**config.mk**
```make
export PLATFORM = sky130hd
export DESIGN_NAME = vpc_top
export DESIGN_NICKNAME = d
export VERILOG_FILES = /design/src/rtl/vpc_pkg.sv /design/src/rtl/vpc_lead_classify.sv /design/src/rtl/vpc_field_decode.sv /design/src/rtl/vpc_top.sv
export SDC_FILE = /design/constraint.sdc
export NUM_CORES = 1
export LEC_CHECK = 0
export BUFFER_PORTS_ARGS = -buffer_cell sky130_fd_sc_hd__buf_4
export CAP_MARGIN = 10
export CORE_MARGIN = 10
export CORE_UTILIZATION = 51
export CTS_BUF_LIST = sky130_fd_sc_hd__clkbuf_16
export CTS_CLUSTER_SIZE = 24
export DETAILED_ROUTE_END_ITERATION = 10
export PLACE_DENSITY = 0.79
export RECOVER_POWER = 25
export SKIP_CTS_REPAIR_TIMING = 1
export SLEW_MARGIN = 40
export SYNTH_ARGS = -nofsm -noshare
export SYNTH_HDL_FRONTEND = slang
export SYNTH_SLANG_ARGS = --single-unit
```
**constraint.sdc**
```tcl
create_clock -name clk -period 2.2 [get_ports clk]
set_clock_uncertainty 0.2 [all_clocks]
set_input_delay 0.33 -clock clk [delete_from_list [all_inputs] [get_ports clk]]
set_output_delay 0.33 -clock clk [all_outputs]
set_load 0.02 [all_outputs]
```
**src/rtl/vpc_pkg.sv**
```systemverilog
package vpc_pkg;

    localparam int BYTE_W = 8;
    localparam int VREG_W = 5;
    localparam int LEN_W  = 3;

    localparam logic [BYTE_W-1:0] LEAD_VEX2 = 8'hC5;
    localparam logic [BYTE_W-1:0] LEAD_VEX3 = 8'hC4;
    localparam logic [BYTE_W-1:0] LEAD_EVEX = 8'h62;
    localparam logic [3:0]        REX_NIBBLE = 4'h4;

    typedef enum logic [1:0] {
        MODE_REAL   = 2'd0,
        MODE_V86    = 2'd1,
        MODE_PROT32 = 2'd2,
        MODE_LONG64 = 2'd3
    } cpu_mode_e;

    typedef enum logic [2:0] {
        PFX_NONE = 3'd0,
        PFX_REX  = 3'd1,
        PFX_VEX2 = 3'd2,
        PFX_VEX3 = 3'd3,
        PFX_EVEX = 3'd4
    } pfx_e;

    typedef struct packed {
        logic              w;
        logic              r;
        logic              x;
        logic              b;
        logic              r_hi;
        logic [VREG_W-1:0] vreg;
    } ext_t;

    // True when a byte following a vector lead byte has the register-only form
    function automatic logic reg_form(input logic [BYTE_W-1:0] bt);
        return bt[7:6] == 2'b11;
    endfunction

    function automatic logic is_vector(input pfx_e k);
        return (k == PFX_VEX2) || (k == PFX_VEX3) || (k == PFX_EVEX);
    endfunction

    function automatic logic is_no_vec_mode(input cpu_mode_e m);
        return (m == MODE_REAL) || (m == MODE_V86);
    endfunction

    function automatic logic [LEN_W-1:0] full_len(input pfx_e k);
        case (k)
            PFX_REX:  return 3'd1;
            PFX_VEX2: return 3'd2;
            PFX_VEX3: return 3'd3;
            PFX_EVEX: return 3'd4;
            default:  return 3'd0;
        endcase
    endfunction

endpackage

```
**src/rtl/vpc_lead_classify.sv**
```systemverilog
module vpc_lead_classify
    import vpc_pkg::*;
(
    input  logic [BYTE_W-1:0] lead,
    input  cpu_mode_e         mode,
    output pfx_e              kind
);
    always_comb begin
        kind = PFX_NONE;
        if (mode == MODE_LONG64 && lead[7:4] == REX_NIBBLE)
            kind = PFX_REX;
        else if (lead == LEAD_VEX2)
            kind = PFX_VEX2;
        else if (lead == LEAD_VEX3)
            kind = PFX_VEX3;
        else if (lead == LEAD_EVEX)
            kind = PFX_EVEX;
    end
endmodule

```
**src/rtl/vpc_field_decode.sv**
```systemverilog
module vpc_field_decode
    import vpc_pkg::*;
(
    input  pfx_e              kind,
    input  cpu_mode_e         mode,
    input  logic [BYTE_W-1:0] byte_a,
    input  logic [BYTE_W-1:0] byte_b,
    input  logic [BYTE_W-1:0] byte_c,
    output ext_t              ext
);
    logic unused_bits;
    assign unused_bits = ^{byte_b[2:0], byte_c[7:4], byte_c[2:0]};

    always_comb begin
        ext = '0;
        case (kind)
            PFX_REX: begin
                ext.w = byte_a[3];
                ext.r = byte_a[2];
                ext.x = byte_a[1];
                ext.b = byte_a[0];
            end
            PFX_VEX2: begin
                ext.r         = ~byte_a[7];
                ext.vreg[3:0] = ~byte_a[6:3];
            end
            PFX_VEX3: begin
                ext.r         = ~byte_a[7];
                ext.x         = ~byte_a[6];
                ext.b         = ~byte_a[5];
                ext.w         = byte_b[7];
                ext.vreg[3:0] = ~byte_b[6:3];
            end
            PFX_EVEX: begin
                ext.r         = ~byte_a[7];
                ext.x         = ~byte_a[6];
                ext.b         = ~byte_a[5];
                ext.r_hi      = ~byte_a[4];
                ext.w         = byte_b[7];
                ext.vreg[3:0] = ~byte_b[6:3];
                ext.vreg[4]   = ~byte_c[3];
            end
            default: ;
        endcase
        // Narrow modes reach only the low eight registers
        if (mode != MODE_LONG64) begin
            ext.r         = 1'b0;
            ext.x         = 1'b0;
            ext.b         = 1'b0;
            ext.r_hi      = 1'b0;
            ext.vreg[4:3] = 2'b00;
        end
    end
endmodule

```
**src/rtl/vpc_top.sv**
```systemverilog
module vpc_top
    import vpc_pkg::*;
(
    input  logic              clk,
    input  logic              rst,
    input  logic [1:0]        cpu_mode,
    input  logic              in_valid,
    output logic              in_ready,
    input  logic [BYTE_W-1:0] in_byte,
    input  logic              res_ack,
    output logic              res_done,
    output logic [2:0]        res_type,
    output logic [LEN_W-1:0]  res_len,
    output logic [LEN_W-1:0]  res_used,
    output logic              res_ud,
    output logic              ext_w,
    output logic              ext_r,
    output logic              ext_x,
    output logic              ext_b,
    output logic              ext_r_hi,
    output logic [VREG_W-1:0] ext_vreg
);
    typedef enum logic [2:0] {ST_LEAD, ST_B1, ST_B2, ST_B3, ST_HOLD} state_e;

    state_e            state, next_state;
    pfx_e              kind_q, lead_kind, dec_kind;
    cpu_mode_e         mode_q, dec_mode;
    logic [BYTE_W-1:0] b1_q, b2_q, byte_a, byte_b;
    ext_t              dec_ext, ext_q;
    pfx_e              type_q;
    logic              take, fin;
    pfx_e              fin_type;
    logic [LEN_W-1:0]  fin_used;

    assign in_ready = (state != ST_HOLD);
    assign take     = in_valid && in_ready;

    vpc_lead_classify lead_i (
        .lead (in_byte),
        .mode (cpu_mode_e'(cpu_mode)),
        .kind (lead_kind)
    );

    assign dec_kind = (state == ST_LEAD) ? lead_kind : kind_q;
    assign dec_mode = (state == ST_LEAD) ? cpu_mode_e'(cpu_mode) : mode_q;
    assign byte_a   = (state == ST_LEAD || state == ST_B1) ? in_byte : b1_q;
    assign byte_b   = (state == ST_B2) ? in_byte : b2_q;

    vpc_field_decode dec_i (
        .kind   (dec_kind),
        .mode   (dec_mode),
        .byte_a (byte_a),
        .byte_b (byte_b),
        .byte_c (in_byte),
        .ext    (dec_ext)
    );

    always_comb begin
        next_state = state;
        fin        = 1'b0;
        fin_type   = PFX_NONE;
        fin_used   = '0;
        case (state)
            ST_LEAD: if (take) begin
                if (lead_kind == PFX_REX || lead_kind == PFX_NONE) begin
                    fin = 1'b1; fin_type = lead_kind; fin_used = 3'd1;
                end else begin
                    next_state = ST_B1;
                end
            end
            ST_B1: if (take) begin
                if (mode_q != MODE_LONG64 && !reg_form(in_byte)) begin
                    fin = 1'b1; fin_type = PFX_NONE; fin_used = 3'd2;
                end else if (kind_q == PFX_VEX2) begin
                    fin = 1'b1; fin_type = PFX_VEX2; fin_used = 3'd2;
                end else begin
                    next_state = ST_B2;
                end
            end
            ST_B2: if (take) begin
                if (kind_q == PFX_VEX3) begin
                    fin = 1'b1; fin_type = PFX_VEX3; fin_used = 3'd3;
                end else begin
                    next_state = ST_B3;
                end
            end
            ST_B3: if (take) begin
                fin = 1'b1; fin_type = PFX_EVEX; fin_used = 3'd4;
            end
            ST_HOLD: if (res_ack) next_state = ST_LEAD;
            default: next_state = ST_LEAD;
        endcase
        if (fin) next_state = ST_HOLD;
    end

    always_ff @(posedge clk) begin
        if (rst) begin
            state    <= ST_LEAD;
            kind_q   <= PFX_NONE;
            mode_q   <= MODE_REAL;
            b1_q     <= '0;
            b2_q     <= '0;
            res_done <= 1'b0;
            type_q   <= PFX_NONE;
            res_len  <= '0;
            res_used <= '0;
            res_ud   <= 1'b0;
            ext_q    <= '0;
        end else begin
            state    <= next_state;
            res_done <= fin;
            if (state == ST_LEAD && take) begin
                kind_q <= lead_kind;
                mode_q <= cpu_mode_e'(cpu_mode);
            end
            if (state == ST_B1 && take) b1_q <= in_byte;
            if (state == ST_B2 && take) b2_q <= in_byte;
            if (fin) begin
                type_q   <= fin_type;
                res_len  <= full_len(fin_type);
                res_used <= fin_used;
                res_ud   <= is_vector(fin_type) && is_no_vec_mode(dec_mode);
                ext_q    <= (fin_type == PFX_NONE) ? '0 : dec_ext;
            end
        end
    end

    assign res_type = type_q;
    assign ext_w    = ext_q.w;
    assign ext_r    = ext_q.r;
    assign ext_x    = ext_q.x;
    assign ext_b    = ext_q.b;
    assign ext_r_hi = ext_q.r_hi;
    assign ext_vreg = ext_q.vreg;


    done_pulse_chk: assert property (@(posedge clk) disable iff (rst)
        res_done |=> !res_done);

    done_stall_chk: assert property (@(posedge clk) disable iff (rst)
        res_done |-> !in_ready);

    hold_stable_chk: assert property (@(posedge clk) disable iff (rst)
        (!in_ready && !res_ack) |=> ($stable(res_type) && $stable(res_len)
                                     && $stable(res_used) && $stable(ext_q)));

    ud_vector_chk: assert property (@(posedge clk) disable iff (rst)
        (res_done && res_ud) |-> (res_type >= 3'd2 && res_type <= 3'd4));

    narrow_force_chk: assert property (@(posedge clk) disable iff (rst)
        (res_done && mode_q != MODE_LONG64) |->
            (!ext_r && !ext_x && !ext_b && !ext_r_hi && ext_vreg[4:3] == 2'b00));

    rex_len_chk: assert property (@(posedge clk) disable iff (rst)
        (res_done && res_type == 3'd1) |-> (res_len == 3'd1 && mode_q == MODE_LONG64));

    used_bound_chk: assert property (@(posedge clk) disable iff (rst)
        res_done |-> (res_len <= res_used && res_used != 3'd0));

endmodule

```
=== After elaboration in Yosys (flattened, before gate mapping) ===
Cells that the tools add are included.

* Bits in registers: 45
* Bits in latches: 0
* Memory bits (writable): 0
* Bits in read-only memories: 0
* Bits of input ports: 14
* Output and inout bits: 22
* Word-level logic and storage cells: 138
* Memories: 0

* $add $sub $neg: 0
* $mul: 0
* Divide/modulo/power cells: 0
* $lt $le $gt $ge: 0
* Equality and inequality tests: 42
* Shift operators: 0
* Multiplexer cells: 49
* Bitwise gates (word level): 8
* Reduce and logical (&&, ||, !) cells: 22

{| class="wikitable"
|+ Operator list
! cell !! number
|-
| 3-bit two-way mux || 17
|-
| 3-bit case mux with 4 select lines || 3
|-
| 3-bit != test (second input constant) || 9
|-
| 3-bit by 2-bit equality test with 1-bit output (second input constant) || 8
|-
| 2-bit != test (second input constant) || 11
|-
| 2-bit two-way mux || 9
|-
| 9-bit AND reduction || 2
|-
| 8-bit equality test (second input constant) || 2
|-
| 8-bit two-way mux || 2
|-
| 3-bit case mux with 5 select lines || 1
|-
| 3-bit by 1-bit equality test with 1-bit output (second input constant) || 4
|-
| 1-bit two-way mux || 10
|-
| 10-bit two-way mux || 1
|-
| 3-bit equality test (second input constant) || 3
|-
| 3-bit zero test || 3
|-
| 8-bit by 7-bit equality test with 1-bit output (second input constant) || 1
|-
| 4-bit NOT || 2
|-
| 4-bit case mux with 2 select lines || 1
|-
| 1-bit logical AND || 7
|-
| 6-bit two-way mux || 1
|-
| 1-bit NOT || 6
|-
| 1-bit logical OR || 5
|-
| 2-bit equality test (second input constant) || 2
|-
| 4-bit by 3-bit equality test with 1-bit output (second input constant) || 1
|-
| 8 further kinds || 10
|}

=== Logic depth before layout (Yosys ltp) ===
Gate-level depths: netlist of run 1.

* Depth after elaboration: 14
* Mapped depth: 9
* Depth with buffers taken out: 6

=== Cells and area by module ===
From an unflattened synthesis of run 1, not the netlist that was laid out.

* Cells, all modules: 295
* Area total of the unflattened synthesis: 2526.2 µm²

{| class="wikitable"
|+ By module, submodules not included
! module !! instances !! cells each !! area each (µm²) !! seq. area each (µm²)
|-
| vpc_top || 1 || 250 || 2207.1 || 900.9
|-
| vpc_field_decode || 1 || 37 || 249.0 || 0.0
|-
| vpc_lead_classify || 1 || 8 || 70.1 || 0.0
|}

=== Worst setup path after synthesis of run 1 ===
OpenSTA, ideal clock, no wires.

* Path kind: input to register
* Start point: input port in_byte[6]
* End point: register ext_q, in the netlist ext_vreg[3]
* Library setup time: 125 ps
* Data arrival time: 1803 ps
* Data required time: 1875 ps
* Path slack: 72 ps
* Cell stages on the path: 7
* Buffers on the path: 1
* Path through: buf_4 > nor3b_1 > a22oi_1 > o21ai_2 > mux2_2 > a22oi_1 > o21ai_1

* Word-level cells in the longest chain between the ends: 12
* Elaborated cells between the ends (all ways): 38
* Those cells by class: 9 x eq/ne; 20 x mux; 2 x bitwise; 7 x reduce/logical

{| class="wikitable"
|+ RTL lines
! element !! RTL line !! RTL
|-
| from (decl) || vpc_top.sv:9 || <nowiki>input logic [BYTE_W-1:0] in_byte,</nowiki>
|-
| 8-bit by 7-bit equality test with 1-bit output || vpc_lead_classify.sv:16 || <nowiki>else if (lead == LEAD_EVEX)</nowiki>
|-
| 3-bit two-way mux || vpc_lead_classify.sv:16 ||
|-
| 3-bit two-way mux || vpc_lead_classify.sv:14 || <nowiki>else if (lead == LEAD_VEX3)</nowiki>
|-
| 3-bit two-way mux || vpc_lead_classify.sv:12 || <nowiki>else if (lead == LEAD_VEX2)</nowiki>
|-
| 3-bit two-way mux || vpc_lead_classify.sv:10 || <nowiki>if (mode == MODE_LONG64 && lead[7:4] == REX_NIBBLE)</nowiki>
|-
| 3-bit by 1-bit equality test with 1-bit output / 3-bit zero test (equally long branches) || vpc_top.sv:65 || <nowiki>if (lead_kind == PFX_REX || lead_kind == PFX_NONE) begin</nowiki>
|-
| 1-bit logical OR || vpc_top.sv:65 ||
|-
| 3-bit two-way mux || vpc_top.sv:65 ||
|-
| 3-bit two-way mux || vpc_top.sv:64 || <nowiki>ST_LEAD: if (take) begin</nowiki>
|-
| 3-bit case mux with 4 select lines || vpc_top.sv:63 || <nowiki>case (state)</nowiki>
|-
| 3-bit zero test || vpc_top.sv:123 || <nowiki>ext_q <= (fin_type == PFX_NONE) ? '0 : dec_ext;</nowiki>
|-
| 10-bit two-way mux || vpc_top.sv:123 ||
|-
| to (signal assigned) || vpc_top.sv:123 ||
|-
| to (decl) || vpc_top.sv:29 || <nowiki>ext_t dec_ext, ext_q;</nowiki>
|}

Parallel ways exist; a longest one is shown, timed or not.
A chain may end at the register's enable or synchronous reset.

=== Worst setup path in the final report of run 1 ===
* Start point: register state[0]
* End point: register ext_q, in the netlist ext_w

* Word-level cells in the longest chain between the ends: 6
* Elaborated cells between the ends (all ways): 27
* Those cells by class: 7 x eq/ne; 15 x mux; 5 x reduce/logical

{| class="wikitable"
|+ RTL lines
! element !! RTL line !! RTL
|-
| from (decl) || vpc_top.sv:25 || <nowiki>state_e state, next_state;</nowiki>
|-
| from (signal assigned) || vpc_top.sv:110 || <nowiki>state <= next_state;</nowiki>
|-
| 3-bit zero test / 3-bit != test (equally long branches) || n/a ||
|-
| 3-bit two-way mux / 1-bit logical AND (equally long branches) || vpc_top.sv:44, vpc_top.sv:36 ||
|-
| 3-bit by 2-bit equality test with 1-bit output, or another cell as far along || vpc_field_decode.sv:16 || <nowiki>case (kind)</nowiki>
|-
| 2-bit OR reduction (no source line) / 3-bit case mux with 4 select lines (equally long branches) || n/a ||
|-
| 1-bit case mux with 2 select lines / 3-bit zero test (equally long branches) || vpc_field_decode.sv:16, vpc_top.sv:123 ||
|-
| 10-bit two-way mux || vpc_top.sv:123 ||
|}

Parallel ways exist; a longest one is shown, timed or not.

==> results of run 1 <==
==> critical path, stage by stage (launching register included) <==
cell and delay (ns):
dfxtp_4 0.37, or3_4 0.42, or4_4 0.56, nand2_2 0.09, nor2b_1 0.08, a32oi_1 0.23, o21ai_1 0.08
==> cell families (layout without fill, tap and decap cells) <==
logic type / count (synthesis) / count (layout)
DFF: 42 / 42
and+or+nand+nor: 109 / 109
muxes: 22 / 22
buffers and inverters: 18 / 77
AOI/OAI and AO/OA: 70 / 70
==> placed cells by master (no fill, tap or decap), types with 4 or more instances in the layout <==
cell and n:
buf_4 51, nand2_1 47, dfxtp_1 39, a21oi_1 21
nor2_1 17, mux2i_1 16, clkbuf_1 15, nand3_1 10
o21ai_1 7, inv_1 6, mux2_2 6, a32oi_1 5
a22oi_1 5, o21ai_0 5, clkbuf_16 5, o22ai_1 4
==> final timing paths <==
| kind | cells after the start | slack, ns | endpoint |
|---|---|---|---|
| worst max-delay path | 6 | 0.04 | ext_w$_SDFFE_PP0P_ |
| worst min-delay path | 3 | 0.10 | state[2]$_SDFFE_PP0P_ |
| worst max register to register | 6 | 0.04 | ext_w$_SDFFE_PP0P_ |
| worst min register to register | 2 | 0.25 | ext_vreg[1]$_SDFFE_PP0P_ |
==> final cells by class <==
type                    count  share of cell area (%)
flip-flops and latches     42                    29.9
well taps                  52                    2.29
clock inverters             2                   0.265
multi-input cells         201                    47.1
inverters                   4                   0.530
repair buffers             66                    15.5
clock buffers               5                    4.41
==> power by group through the flow <==
| stage | Clock (mW) | Combinational (mW) | Sequential, mW |
|---|---|---|---|
| finish | 0.681 | 0.222 | 0.779 |
| global route | 0.712 | 0.237 | 0.780 |
| CTS | 0.689 | 0.219 | 0.779 |
| detailed placement | 0 | 0.217 | 0.795 |
| global placement | 0 | 0.215 | 0.795 |
| floorplan | 0 | 0.124 | 0.802 |
==> per-layer routing <==
metal / global-route usage [%] / vias up
li1: - / 1055
met1: 19.9 / 1022
met2: 28.0 / 113
met3: 4.78 / 16
met4: 6.33 / 0
met5: 0 / -
==> per-stage QoR <==
step                      cells  worst slack (ns)  instance area, µm²  setup TNS [ns]  power, mW
after global routing        372           0.00141                2840               0       1.73
after global placement      365            0.0189                2720               0       1.01
after floorplan             261            0.0723                2250               0      0.926
after CTS                   372            0.0254                2850               0       1.69
after detailed placement    365           -0.0148                2720         -0.0209       1.01
final                       372            0.0430                2840               0       1.68
==> state kept, by name, indices dropped and copies added (netlist names) <==
| signal | cells |
|---|---|
| ext_r_hi | 1 |
| res_type | 3 |
| res_done | 1 |
| b2_q | 5 |
| b1_q | 8 |
| state | 3 |
| ext_w | 1 |
| res_ud | 1 |
| res_used | 3 |
| res_len | 3 |
| kind_q | 3 |
| ext_vreg | 5 |
| ext_r | 1 |
| ext_x | 1 |
| ext_b | 1 |
| mode_q | 2 |
==> results.md, run 1 <==
* Die Width at 86.5 µm
* Met3 Routed Length at 491 µm
* Count leader, synth: nand2_1
* Post-Syn Instances at 261
* Worst reg2reg startpoint: state[0]$_SDFFE_PP0P_
* Worst setup path category: flop to flop
* WL/cell at 17.2 µm
* Post-Synth Adder-Cell Area at 0%
* Register area at between 800 and 900 µm²
* Initial DRC Count at 217
* N_diodes at 0
* Sequential fraction of the synthesis area at 37.3%
* Synth top area share at between 30 and 40%
* Min-delay src: res_ack
* Status: complete, no violations
* DRC viols at 0
* Clk sinks at 42
* Met2 Wirelength at roughly 3000 µm
* Setup violators final at 0
* Layout Nets at 334
* Most used DFF post-synth: dfxtp_1
* Core area at ~0.0043 mm²
* Pin count of the biggest net entering global routing at 30
* Cell area after synthesis at 0.00225 mm²
* GRT Total Usage at 16.8%
* Main combinational cell family by area after synthesis: simple AND/OR/NAND/NOR gates
* Fmax at 0.464 GHz
* Clk Latency, worst-skew pair at ~0.28 ns
* Area Growth Syn to Fin at 25.7%
* Post-synth top cells: nand2_1, dfxtp_1, a21oi_1, nor2_1, mux2i_1
* Gate power share at a little over an eighth
* Min-Delay Path Class: input pin to flop
* Post-synth cell types at 52
* Clock-pin slew on the worst setup and hold paths at 0.06 ns
* Synth area leaders: dfxtp_1, nand2_1, mux2i_1
* YS warnings at 0
* GRT Residual Overflow at 0
* Root buffer cell: clkbuf_16
* Worst-Margin Slew at 0.690 ns
* Switch Pwr at 409 µW
* Worst VDD drop at 0.384 mV
* Clock tree from TritonCTS: built
* Mux share of post-synthesis cell area at 10.1%
* Met1 wire length at 2700 µm
* H-tree depth at 2
* Internal power at 1.27 mW
* Filler cell count at 363
* RSZ-0062 raised after global routing: no
* CP startpoint kind: flop
* Placer congestion estimate at 0.887
* Arr. time, crit path at 2.13 ns
* Area leader, netlist: dfxtp_1
* Row cnt at 24
* LEAKAGE at 1.12 nW
* Syn_nets at 275
* Pins Over Slew Limit at 0
* Footprint of the multi-input gates at 0.00134 mm²
* Final core occ at 65.6%
* Share of cells above drive strength 1 at 28.7%
* Post-synth EDFFs at 0
* Max-cap violations at 0
* Initial antenna violation count at 0
* HPWL after DPL at 4730 µm
* Vias at 2,206
* PortBufs at 35
* Final Hold Vio Count at 0
* Pwr Density at 593 mW/mm²
* Clk buf depth at 2
* Flip-flop and latch count after synthesis at 42
* Tcrit/Tclk final at between 90% and 100%
* Vias per inst at slightly below 6
* Post-Synth XOR/XNOR Area at 0%
* CTS Buf Count at 5
* Sw Ratio at 24.3%
* I/O pin cnt at 36
* CP required at roughly 2.2 ns
* CP Launch Point: state[0]$_SDFFE_PP0P_
* Drt pass-1 iters at 5
* Flop pwr share at 46.3%
* CP Max Fanout at 7
* Post-route ant nets at 0
* Die height at 86.5 µm
* Post-synthesis compound-gate area fraction at 20.5%
* Hold Slack at between 0.1 and 0.15 ns
* FFs w/ async S/R, synth at 0%
* Die ar. at 0.00748 mm²
* Initial Util at 52.1%
* Top sig layer: met4
* Synth Area in Simple Gates at 27.2%
* Vias in the first global route at 2,064
* Critical path endpoint category: flop
* Slew headroom at 53.6%
* Clock power share at 40.5%
* First-pass GRT wire length at 10,300 µm
* Routed wire length at 6380 µm
* Fin crit period at ~2.2 ns
* Average cell area after synthesis at 8.64 µm²
Power figures use the tool's default switching activity.
==> inputs of run 2 (changes only) <==
Settings changed: SETUP_SLACK_MARGIN set to 0.2.
==> run 2 against run 1 <==
First-iteration DRC count increased by 58%. Cell area is 3.2% higher. Die area unchanged. Utilization increased by 2.1 points. Maximum frequency is 2.4% higher. Sequential share of layout area fell by 0.75 points.
==> results.md, run 2 (synthesis gave the netlist of run 1 again) <==
* CP startpoint kind: flop
* Clock tree from TritonCTS: built
* Crit-path cells: or3_4, or4_4, nand2_2, nor2b_2, a32oi_1, o21ai_1
* CP Max Fanout at 6 (-1)
* Final core occ at 67.7% (+2.1 points)
* CP Buf/Inv Count at 0 (unchanged)
* Min-delay src: rst
* Placer congestion estimate at 0.870 (-1.9%)
* Vias per inst at 5.87 (-1.0%)
* Area Growth Syn to Fin at 29.7%
* Hold endpoint: state[2]$_SDFFE_PP0P_
* Drt pass-1 iters at 4 (-1)
* WL/cell at 16.8 µm (-2.2%)
* Critical path endpoint category: flop
* R2R cell count at 6 (unchanged)
* PortBufs at 35 (unchanged)
* Routed wire length at 6260 µm (-2.0%)
* Initial Util at 52.1% (unchanged)
* Max reg flops at 8 (unchanged)
* Die Width at 86.5 µm (unchanged)
* Die height at 86.5 µm (unchanged)
* Most flops, register: b1_q
* CTS Buf Count at 5 (unchanged)
* Clock-pin slew on the worst setup and hold paths at 0.06 ns (about the same)
* Clk sinks at 42 (unchanged)
* Crit-path leading delay family: simple AND/OR/NAND/NOR gates
* Placed Instances at 364 (-0.27%)
* Hold path cells at 2 (-1)
* Root buffer cell: clkbuf_16
* Slowest cell on the critical path: or4_4
* H-tree depth at 2 (unchanged)
* Pwr Density at 586 mW/mm² (-1.3%)
* CP Launch Point: state[2]$_SDFFE_PP0P_
* Slew headroom at 42.8% (-11 points)
* Worst reg2reg startpoint: state[2]$_SDFFE_PP0P_
* Max-cap violations at 0 (unchanged)
* Final Hold Vio Count at 0 (unchanged)
* CP required at 2.17 ns (about the same)
* First-pass GRT wire length at 10,000 µm (-2.3%)
* Setup violators final at 0 (unchanged)
* Core area at 0.00432 mm² (unchanged)
* Post-route ant nets at 0 (unchanged)
* N_diodes at 0 (unchanged)
* Commonest non-fill, non-tap cell in the layout: buf_4
* RSZ-0062 raised after global routing: yes
* Initial antenna violation count at 0 (unchanged)
* Initial DRC Count at 342 (+58%)
* Hold Slack at 0.0621 ns (-0.0420 ns)
* Max stage delay on crit path at 0.56 ns (about the same)
* HPWL after DPL at 4660 µm (-1.6%)
* Arr. time, crit path at 2.08 ns (-0.05 ns)
* Die ar. at 0.00748 mm² (unchanged)
* Row cnt at 24 (unchanged)
* Fin crit period at 2.11 ns (-0.0513 ns)
* Worst-Margin Slew at 0.851 ns (+0.161 ns)
* Fmax at 0.475 GHz (+2.4%)
* Min-Delay Path Class: input pin to flop
* GRT Residual Overflow at 0 (unchanged)
* LEAKAGE at 1.14 nW (+1.6%)
* Tcrit/Tclk final at 95.7% (-2.3 points)
* Vias in the first global route at 2,043 (-1.0%)
* Worst r2r dst: ext_x$_SDFFE_PP0P_
* Status: complete, no violations
* Most frequent cells in the layout: buf_4, nand2_1, dfxtp_1
* Reg2reg setup slack at 0.09 ns (+0.05 ns)
* Vias at 2,189 (-0.77%)
* Worst VDD drop at 0.408 mV (+6.4%)
* Pin count of the biggest net entering global routing at 23 (-23%)
* Worst setup path category: flop to flop
* Share of cells above drive strength 1 at 33.0% (+4.3 points)
* Clk buf depth at 2 (unchanged)
* GRT Total Usage at 16.3% (-0.55 points)
* I/O pin cnt at 36 (unchanged)
* Layout Nets at 335 (+0.30%)
* DRC viols at 0 (unchanged)
* Non-Filler Instances at 373 (+0.27%)
* Pins Over Slew Limit at 0 (unchanged)
* Clk Latency, worst-skew pair at 0.28 ns (about the same)
run 2: worst max-delay path by stage:
stage / endpoint / cells after the start / slack [ns]
2_1_floorplan: ext_r$_SDFFE_PP0P_ / 7 / 0.11
3_3_place_gp: ext_x$_SDFFE_PP0P_ / 7 / 0.004
3_5_place_dp: ext_x$_SDFFE_PP0P_ / 7 / -0.01
4_1_cts: ext_x$_SDFFE_PP0P_ / 6 / 0.03
5_1_grt: ext_b$_SDFFE_PP0P_ / 6 / 0.05
6_report: ext_x$_SDFFE_PP0P_ / 6 / 0.09
run 2: report_power, final:
| part | switching [mW] | total (mW) | internal, mW |
|---|---|---|---|
| sequential | 0.0111 | 0.781 | 0.770 |
| clock | 0.290 | 0.699 | 0.410 |
| combinational | 0.130 | 0.233 | 0.103 |
| total | 0.431 | 1.71 | 1.28 |
run 2: per-stage QoR:
step                cell area, µm²  setup slack, ns  setup TNS [ns]  total power, mW
finish                        2930           0.0943               0             1.71
global route                  2930           0.0506               0             1.76
CTS                           2900           0.0342               0             1.71
detailed placement            2770          -0.0120         -0.0120             1.02
global placement              2770          0.00430               0             1.02
floorplan                     2310            0.114               0            0.932
run 2: final cells by class:
| class | instances | area, µm² |
|---|---|---|
| flip-flops and latches | 42 | 852 |
| clock inverters | 2 | 10.0 |
| fillers | 350 | 1400 |
| clock buffers | 5 | 125 |
| well taps | 52 | 65.1 |
| repair buffers | 67 | 455 |
| inverters | 4 | 15.0 |
| multi-input cells | 201 | 1400 |
run 2: layer usage:
metal | vias up | GRT usage, % | routed length (µm)
li1 | 1058 | - | -
met1 | 1020 | 21.3 | 2750
met4 | 0 | 5.60 | 131
met2 | 94 | 25.0 | 2870
met3 | 17 | 4.50 | 513
met5 | - | 0 | 0
